File: src/rtl/irq_pend_pkg.sv
package irq_pend_pkg;

  localparam int BANK     = 32;
  localparam int SGI_LAST = 15;

  typedef logic [BANK-1:0] bank_t;

  // Bits whose interrupt ID exists in this instance.
  function automatic bank_t impl_mask(input int base, input int num);
    bank_t m;
    for (int i = 0; i < BANK; i++) begin
      m[i] = ((base + i) < num);
    end
    return m;
  endfunction

  // Bits that own a physical line: implemented and not software-generated.
  function automatic bank_t line_mask(input int base, input int num);
    bank_t m;
    m = impl_mask(base, num);
    for (int i = 0; i < BANK; i++) begin
      if ((base + i) <= SGI_LAST) m[i] = 1'b0;
    end
    return m;
  endfunction

  // Next value of one pending latch bit: load > set > clear > hold.
  function automatic logic latch_next(input logic cur, input logic load,
                                      input logic load_val, input logic set,
                                      input logic clr);
    logic n;
    if (load)     n = load_val;
    else if (set) n = 1'b1;
    else if (clr) n = 1'b0;
    else          n = cur;
    return n;
  endfunction

  // Guest-visible pending: latch, plus live level for level-mode bits.
  function automatic bank_t visible(input bank_t lat, input bank_t lvl,
                                    input bank_t edge_mode);
    return lat | (lvl & ~edge_mode);
  endfunction

  // Level tracking: restore wins, else changed bits follow the input.
  function automatic bank_t level_next(input bank_t cur, input logic load,
                                       input bank_t load_val, input bank_t inp,
                                       input bank_t changed);
    bank_t n;
    if (load) n = load_val;
    else      n = (cur & ~changed) | (inp & changed);
    return n;
  endfunction

endpackage

File: src/rtl/irq_pend_sync.sv
module irq_pend_sync #(
  parameter int W      = 32,
  parameter int STAGES = 2
) (
  input  logic         clk,
  input  logic         rst_n,
  input  logic [W-1:0] d,
  output logic [W-1:0] q
);

  logic [W-1:0] stg [STAGES];

  always_ff @(posedge clk or negedge rst_n) begin
    if (!rst_n) begin
      for (int k = 0; k < STAGES; k++) stg[k] <= '0;
    end else begin
      stg[0] <= d;
      for (int k = 1; k < STAGES; k++) stg[k] <= stg[k-1];
    end
  end

  assign q = stg[STAGES-1];

endmodule

File: src/rtl/irq_pend_line.sv
module irq_pend_line
  import irq_pend_pkg::*;
#(
  parameter bank_t LMASK = '1
) (
  input  logic  clk,
  input  logic  rst_n,
  input  bank_t sync_in,
  input  logic  lvl_we,
  input  bank_t lvl_wdata,
  output bank_t rise,
  output bank_t chg,
  output bank_t lvl_q
);

  bank_t cur;
  bank_t prev_q;

  assign cur  = sync_in & LMASK;
  assign rise = cur & ~prev_q;
  assign chg  = cur ^ prev_q;

  always_ff @(posedge clk or negedge rst_n) begin
    if (!rst_n) begin
      prev_q <= '0;
      lvl_q  <= '0;
    end else begin
      prev_q <= cur;
      lvl_q  <= level_next(lvl_q, lvl_we, lvl_wdata & LMASK, cur, chg);
    end
  end

endmodule

File: src/rtl/irq_pend_latch.sv
module irq_pend_latch
  import irq_pend_pkg::*;
#(
  parameter bank_t IMPL = '1
) (
  input  logic  clk,
  input  logic  rst_n,
  input  bank_t set_hit,
  input  bank_t clr_hit,
  input  logic  load,
  input  bank_t load_val,
  output bank_t lat_q
);

  for (genvar i = 0; i < BANK; i++) begin : g_bit
    always_ff @(posedge clk or negedge rst_n) begin
      if (!rst_n) lat_q[i] <= 1'b0;
      else lat_q[i] <= IMPL[i] &
                       latch_next(lat_q[i], load, load_val[i], set_hit[i], clr_hit[i]);
    end
  end

endmodule

File: src/rtl/irq_pend_tracker.sv
module irq_pend_tracker
  import irq_pend_pkg::*;
#(
  parameter int BASE_ID     = 0,
  parameter int NUM_IRQ     = 28,
  parameter int SYNC_STAGES = 2
) (
  input  logic        clk,
  input  logic        rst_n,
  input  logic [31:0] irq_in,
  input  logic        cfg_we,
  input  logic [31:0] cfg_wdata,
  input  logic        set_we,
  input  logic [31:0] set_data,
  input  logic        clr_we,
  input  logic [31:0] clr_data,
  input  logic [31:0] act_pulse,
  input  logic        lat_we,
  input  logic [31:0] lat_wdata,
  input  logic        lvl_we,
  input  logic [31:0] lvl_wdata,
  output logic [31:0] trig_cfg,
  output logic [31:0] pend_vis,
  output logic [31:0] pend_lat,
  output logic [31:0] line_lvl
);

  localparam bank_t IMPL  = impl_mask(BASE_ID, NUM_IRQ);
  localparam bank_t LMASK = line_mask(BASE_ID, NUM_IRQ);

  bank_t sync_q;
  bank_t rise_evt;
  bank_t chg_evt;
  bank_t set_hit;
  bank_t clr_hit;
  bank_t lvl_q;
  bank_t lat_q;
  bank_t cfg_q;

  irq_pend_sync #(.W(BANK), .STAGES(SYNC_STAGES)) u_sync (
    .clk   (clk),
    .rst_n (rst_n),
    .d     (irq_in & LMASK),
    .q     (sync_q)
  );

  irq_pend_line #(.LMASK(LMASK)) u_line (
    .clk       (clk),
    .rst_n     (rst_n),
    .sync_in   (sync_q),
    .lvl_we    (lvl_we),
    .lvl_wdata (lvl_wdata),
    .rise      (rise_evt),
    .chg       (chg_evt),
    .lvl_q     (lvl_q)
  );

  always_ff @(posedge clk or negedge rst_n) begin
    if (!rst_n)      cfg_q <= '0;
    else if (cfg_we) cfg_q <= cfg_wdata & IMPL;
  end

  assign set_hit = (set_we ? set_data : '0) | (rise_evt & cfg_q);
  assign clr_hit = (clr_we ? clr_data : '0) | act_pulse;

  irq_pend_latch #(.IMPL(IMPL)) u_latch (
    .clk      (clk),
    .rst_n    (rst_n),
    .set_hit  (set_hit),
    .clr_hit  (clr_hit),
    .load     (lat_we),
    .load_val (lat_wdata),
    .lat_q    (lat_q)
  );

  assign trig_cfg = cfg_q;
  assign pend_lat = lat_q;
  assign line_lvl = lvl_q;
  assign pend_vis = visible(lat_q, lvl_q, cfg_q);

endmodule

File: config.mk
export PLATFORM = sky130hd
export DESIGN_NAME = irq_pend_tracker
export DESIGN_NICKNAME = d
export VERILOG_FILES = /design/src/rtl/irq_pend_pkg.sv /design/src/rtl/irq_pend_sync.sv /design/src/rtl/irq_pend_line.sv /design/src/rtl/irq_pend_latch.sv /design/src/rtl/irq_pend_tracker.sv
export SDC_FILE = /design/constraint.sdc
export NUM_CORES = 1
export LEC_CHECK = 0
export BUFFER_PORTS_ARGS = -buffer_cell sky130_fd_sc_hd__buf_4
export CAP_MARGIN = 20
export CORE_MARGIN = 2
export CORE_UTILIZATION = 29
export CTS_CLUSTER_DIAMETER = 30
export DETAILED_ROUTE_END_ITERATION = 7
export PLACE_DENSITY = 0.64
export SYNTH_ARGS = -nofsm -noshare
export SYNTH_HDL_FRONTEND = slang
export SYNTH_HIERARCHICAL = 1
export SYNTH_SLANG_ARGS = --single-unit
File: constraint.sdc
create_clock -name clk -period 3.67 [get_ports clk]
set_clock_uncertainty 0.2 [all_clocks]
set_input_delay 0.5505 -clock clk [delete_from_list [all_inputs] [get_ports clk]]
set_output_delay 0.5505 -clock clk [all_outputs]
set_load 0.01 [all_outputs]
==> results_tabular.tex <==
\begin{tabular}{lr}
\hline
Metric & Value \\
\hline
\multicolumn{2}{l}{\textbf{Route}} \\
Remaining antenna violation count & 0 \\
Iteration-0 DRC count of the detailed router & 86 \\
Number of vias per cell after detailed routing & $\sim$4.2 \\
Drt wl/cell & around 14 um \\
DRC & 0 \\
Total via count in the routed design & 4260 \\
Drt total wl & 14500 um \\
Number of optimization iterations in the first detailed-route pass & 6 \\
\multicolumn{2}{l}{\textbf{Final layout}} \\
Number of nets in the finished design & 1013 \\
Area delta synth->final & 38.3\% \\
Commonest non-fill, non-tap cells in the layout & 266 x sky130\_fd\_sc\_hd\_\_buf\_4, 104 x sky130\_fd\_sc\_hd\_\_dfrtp\_1, 56 x sky130\_fd\_sc\_hd\_\_a21o\_1 \\
Layout cell share with drive strength beyond 1 & a little over two fifths \\
Most frequent standard cell in the layout excluding fill and tap cells & sky130\_fd\_sc\_hd\_\_buf\_4 \\
Antenna fix cells & 0 \\
Fillers & roughly 1900 \\
\multicolumn{2}{l}{\textbf{STA}} \\
Count of endpoints failing hold in the final timing report & 0 \\
Final worst path period share & between 50 and 60\% \\
Highest attainable clock frequency & 0.535 GHz \\
Setup repair after global routing missed its margin & no \\
Number of pins exceeding their max-slew limit in the final report & 0 \\
Final Setup Violations & 0 \\
Worst-case headroom to the max-slew limit & 52.8\% \\
Setup WS post-layout & approximately 1.8 ns \\
Worst Tran Pin Value & 0.708 ns \\
Minimum hold slack & about 0.053 ns \\
Fin Setup TNS & 0 ns \\
Final critical-path required period & 1.87 ns \\
\multicolumn{2}{l}{\textbf{Logic synthesis}} \\
Instance count of the mapped netlist & around 530 \\
Cell area after synthesis & approximately 5500 sq um \\
Synthesis Warnings & 6 \\
Mean post-synth cell area & 10.5 sq um \\
\multicolumn{2}{l}{\textbf{Floorplanning}} \\
Core Footprint & 18700 sq um \\
Floorplan die width & 142 um \\
Overall die height & 142 um \\
Site Rows & 50 \\
Die outline area & just over 20000 sq um \\
Starting utilization of the core area & 29.5\% \\
Boundary Pins & 359 \\
\multicolumn{2}{l}{\textbf{Power and ir drop}} \\
Leakage & 4.02 nW \\
Max VDD drop & between 200 and 250 uV \\
Pwr/cell area & approximately 380 nW/um\^{}2 \\
\multicolumn{2}{l}{\textbf{Flow run}} \\
Max Cap Viol & 0 \\
\multicolumn{2}{l}{\textbf{CTS}} \\
TritonCTS clock tree & built \\
CTS clk-pin slew, worst paths & approximately 0.07 ns \\
Root Buffer & sky130\_fd\_sc\_hd\_\_clkbuf\_16 \\
Buffer depth of the longest clock path & 2 \\
CTS sink count & approximately 100 \\
Post-cts sizing count & 0 \\
Count of hold-fix buffers inserted at cts & 0 \\
\# H-tree levels & 3 \\
Post-CTS Setup Repair Bufs & 0 \\
Inserted Clock Buffers & 9 \\
Skew-Pair Late Insertion Delay & between 0.3 and 0.4 ns \\
\multicolumn{2}{l}{\textbf{Critical path}} \\
Source of the critical timing path & trig\_cfg[26]\$\_DFFE\_PN0P\_ \\
Type of element capturing the critical path & primary output \\
End of the worst register-to-register path & u\_latch/lat\_q[19]\$\_DFFE\_PN0P\_ \\
R2r startpoint & u\_sync/q[19]\$\_DFF\_PN0\_ \\
R2R setup slack & 2.34 ns \\
Data arrival time of the worst path & approximately 1.1 ns \\
CP Data Required Time & between 2 and 3 ns \\
Critical path fanouts, max & 3 \\
Crit path launch type & flip-flop \\
CP Class & reg2out \\
R2R cell count & 4 \\
\multicolumn{2}{l}{\textbf{Placed design}} \\
Buffers on Ports & around 270 \\
Routability cong. & 0.777 \\
Worst setup slack before clock tree synthesis & 1.94 ns \\
Post-detailed-placement half-perimeter wirelength & about 11000 um \\
\multicolumn{2}{l}{\textbf{Global routing}} \\
Pin count of the biggest net entering global routing & around 110 \\
Overall track demand over capacity in global routing & between 10\% and 20\% \\
Antenna violations before repair & 0 \\
Total grt overflow & 0 \\
Wire length of the first global-routing pass & 22400 um \\
Vias in the first global route & between 4000 and 5000 \\
\multicolumn{2}{l}{\textbf{Outcome}} \\
Run status & completed \\
\multicolumn{2}{l}{\textbf{Min path}} \\
Worst hold path type & in2async \\
\hline
\end{tabular}
==> stage by stage <==
step           power, W  cells  utilization [%]  instance area [sq um]
3_5_place_dp    0.00203    993             39.3                   7360
3_3_place_gp    0.00202    993             39.3                   7360
2_1_floorplan   0.00169    568                -                   5680
4_1_cts         0.00299   1008             40.8                   7640
6_report        0.00292   1008             40.8                   7640
5_1_grt         0.00310   1008             40.8                   7640
==> how the worst max path moves through the flow <==
stage / endpoint / slack (ns) / cells after the start
2_1_floorplan: pend_vis[16] / 2.26 / 2
3_3_place_gp: trig_cfg[6]$_DFFE_PN0P_ / 1.96 / 3
3_5_place_dp: trig_cfg[0]$_DFFE_PN0P_ / 1.94 / 3
4_1_cts: pend_vis[26] / 1.77 / 3
5_1_grt: pend_vis[25] / 1.72 / 3
6_report: pend_vis[26] / 1.80 / 3
==> flip-flops by register name, summed over array words and instances (netlist names) <==
register / count
trig_cfg: 28
u_latch/lat_q: 28
u_line/lvl_q: 12
u_line/prev_q: 12
u_sync/q: 12
u_sync/stg: 12
==> power breakdown <==
| part | switching (W) | total [W] | internal, W |
|---|---|---|---|
| clock network | 0.000456 | 0.000924 | 0.000468 |
| logic | 0.000307 | 0.000687 | 0.000380 |
| registers | 0.0000735 | 0.00131 | 0.00124 |
==> critical path, cell delays in order (launching register included) <==
cell and delay [ns]:
sky130_fd_sc_hd__dfrtp_1 0.39, sky130_fd_sc_hd__inv_1 0.08, sky130_fd_sc_hd__a21o_1 0.18, sky130_fd_sc_hd__buf_4 0.14
==> cell type report <==
type / instances / area [sq um] / share of cell area, %
Tap cell: 234 / 293 / 3.83
Sequential cell: 104 / 2600 / 34.1
Inverter: 40 / 150 / 1.97
Timing Repair Buffer: 267 / 2020 / 26.4
Clock buffer: 9 / 225 / 2.95
Multi-Input combinational cell: 348 / 2300 / 30.1
Clock inverter: 6 / 53.8 / 0.704
==> layer usage <==
layer  vias up  global-route usage, %  share of wire (%)
met2       155                   25.0                 50
met3         7                   3.67                6.4
met5         -                      0                  0
met1      1971                   17.7                 43
met4         0                   2.74               0.81
li1       2127                      -                  -
Note: power is estimated with default switching activity, not from simulation.
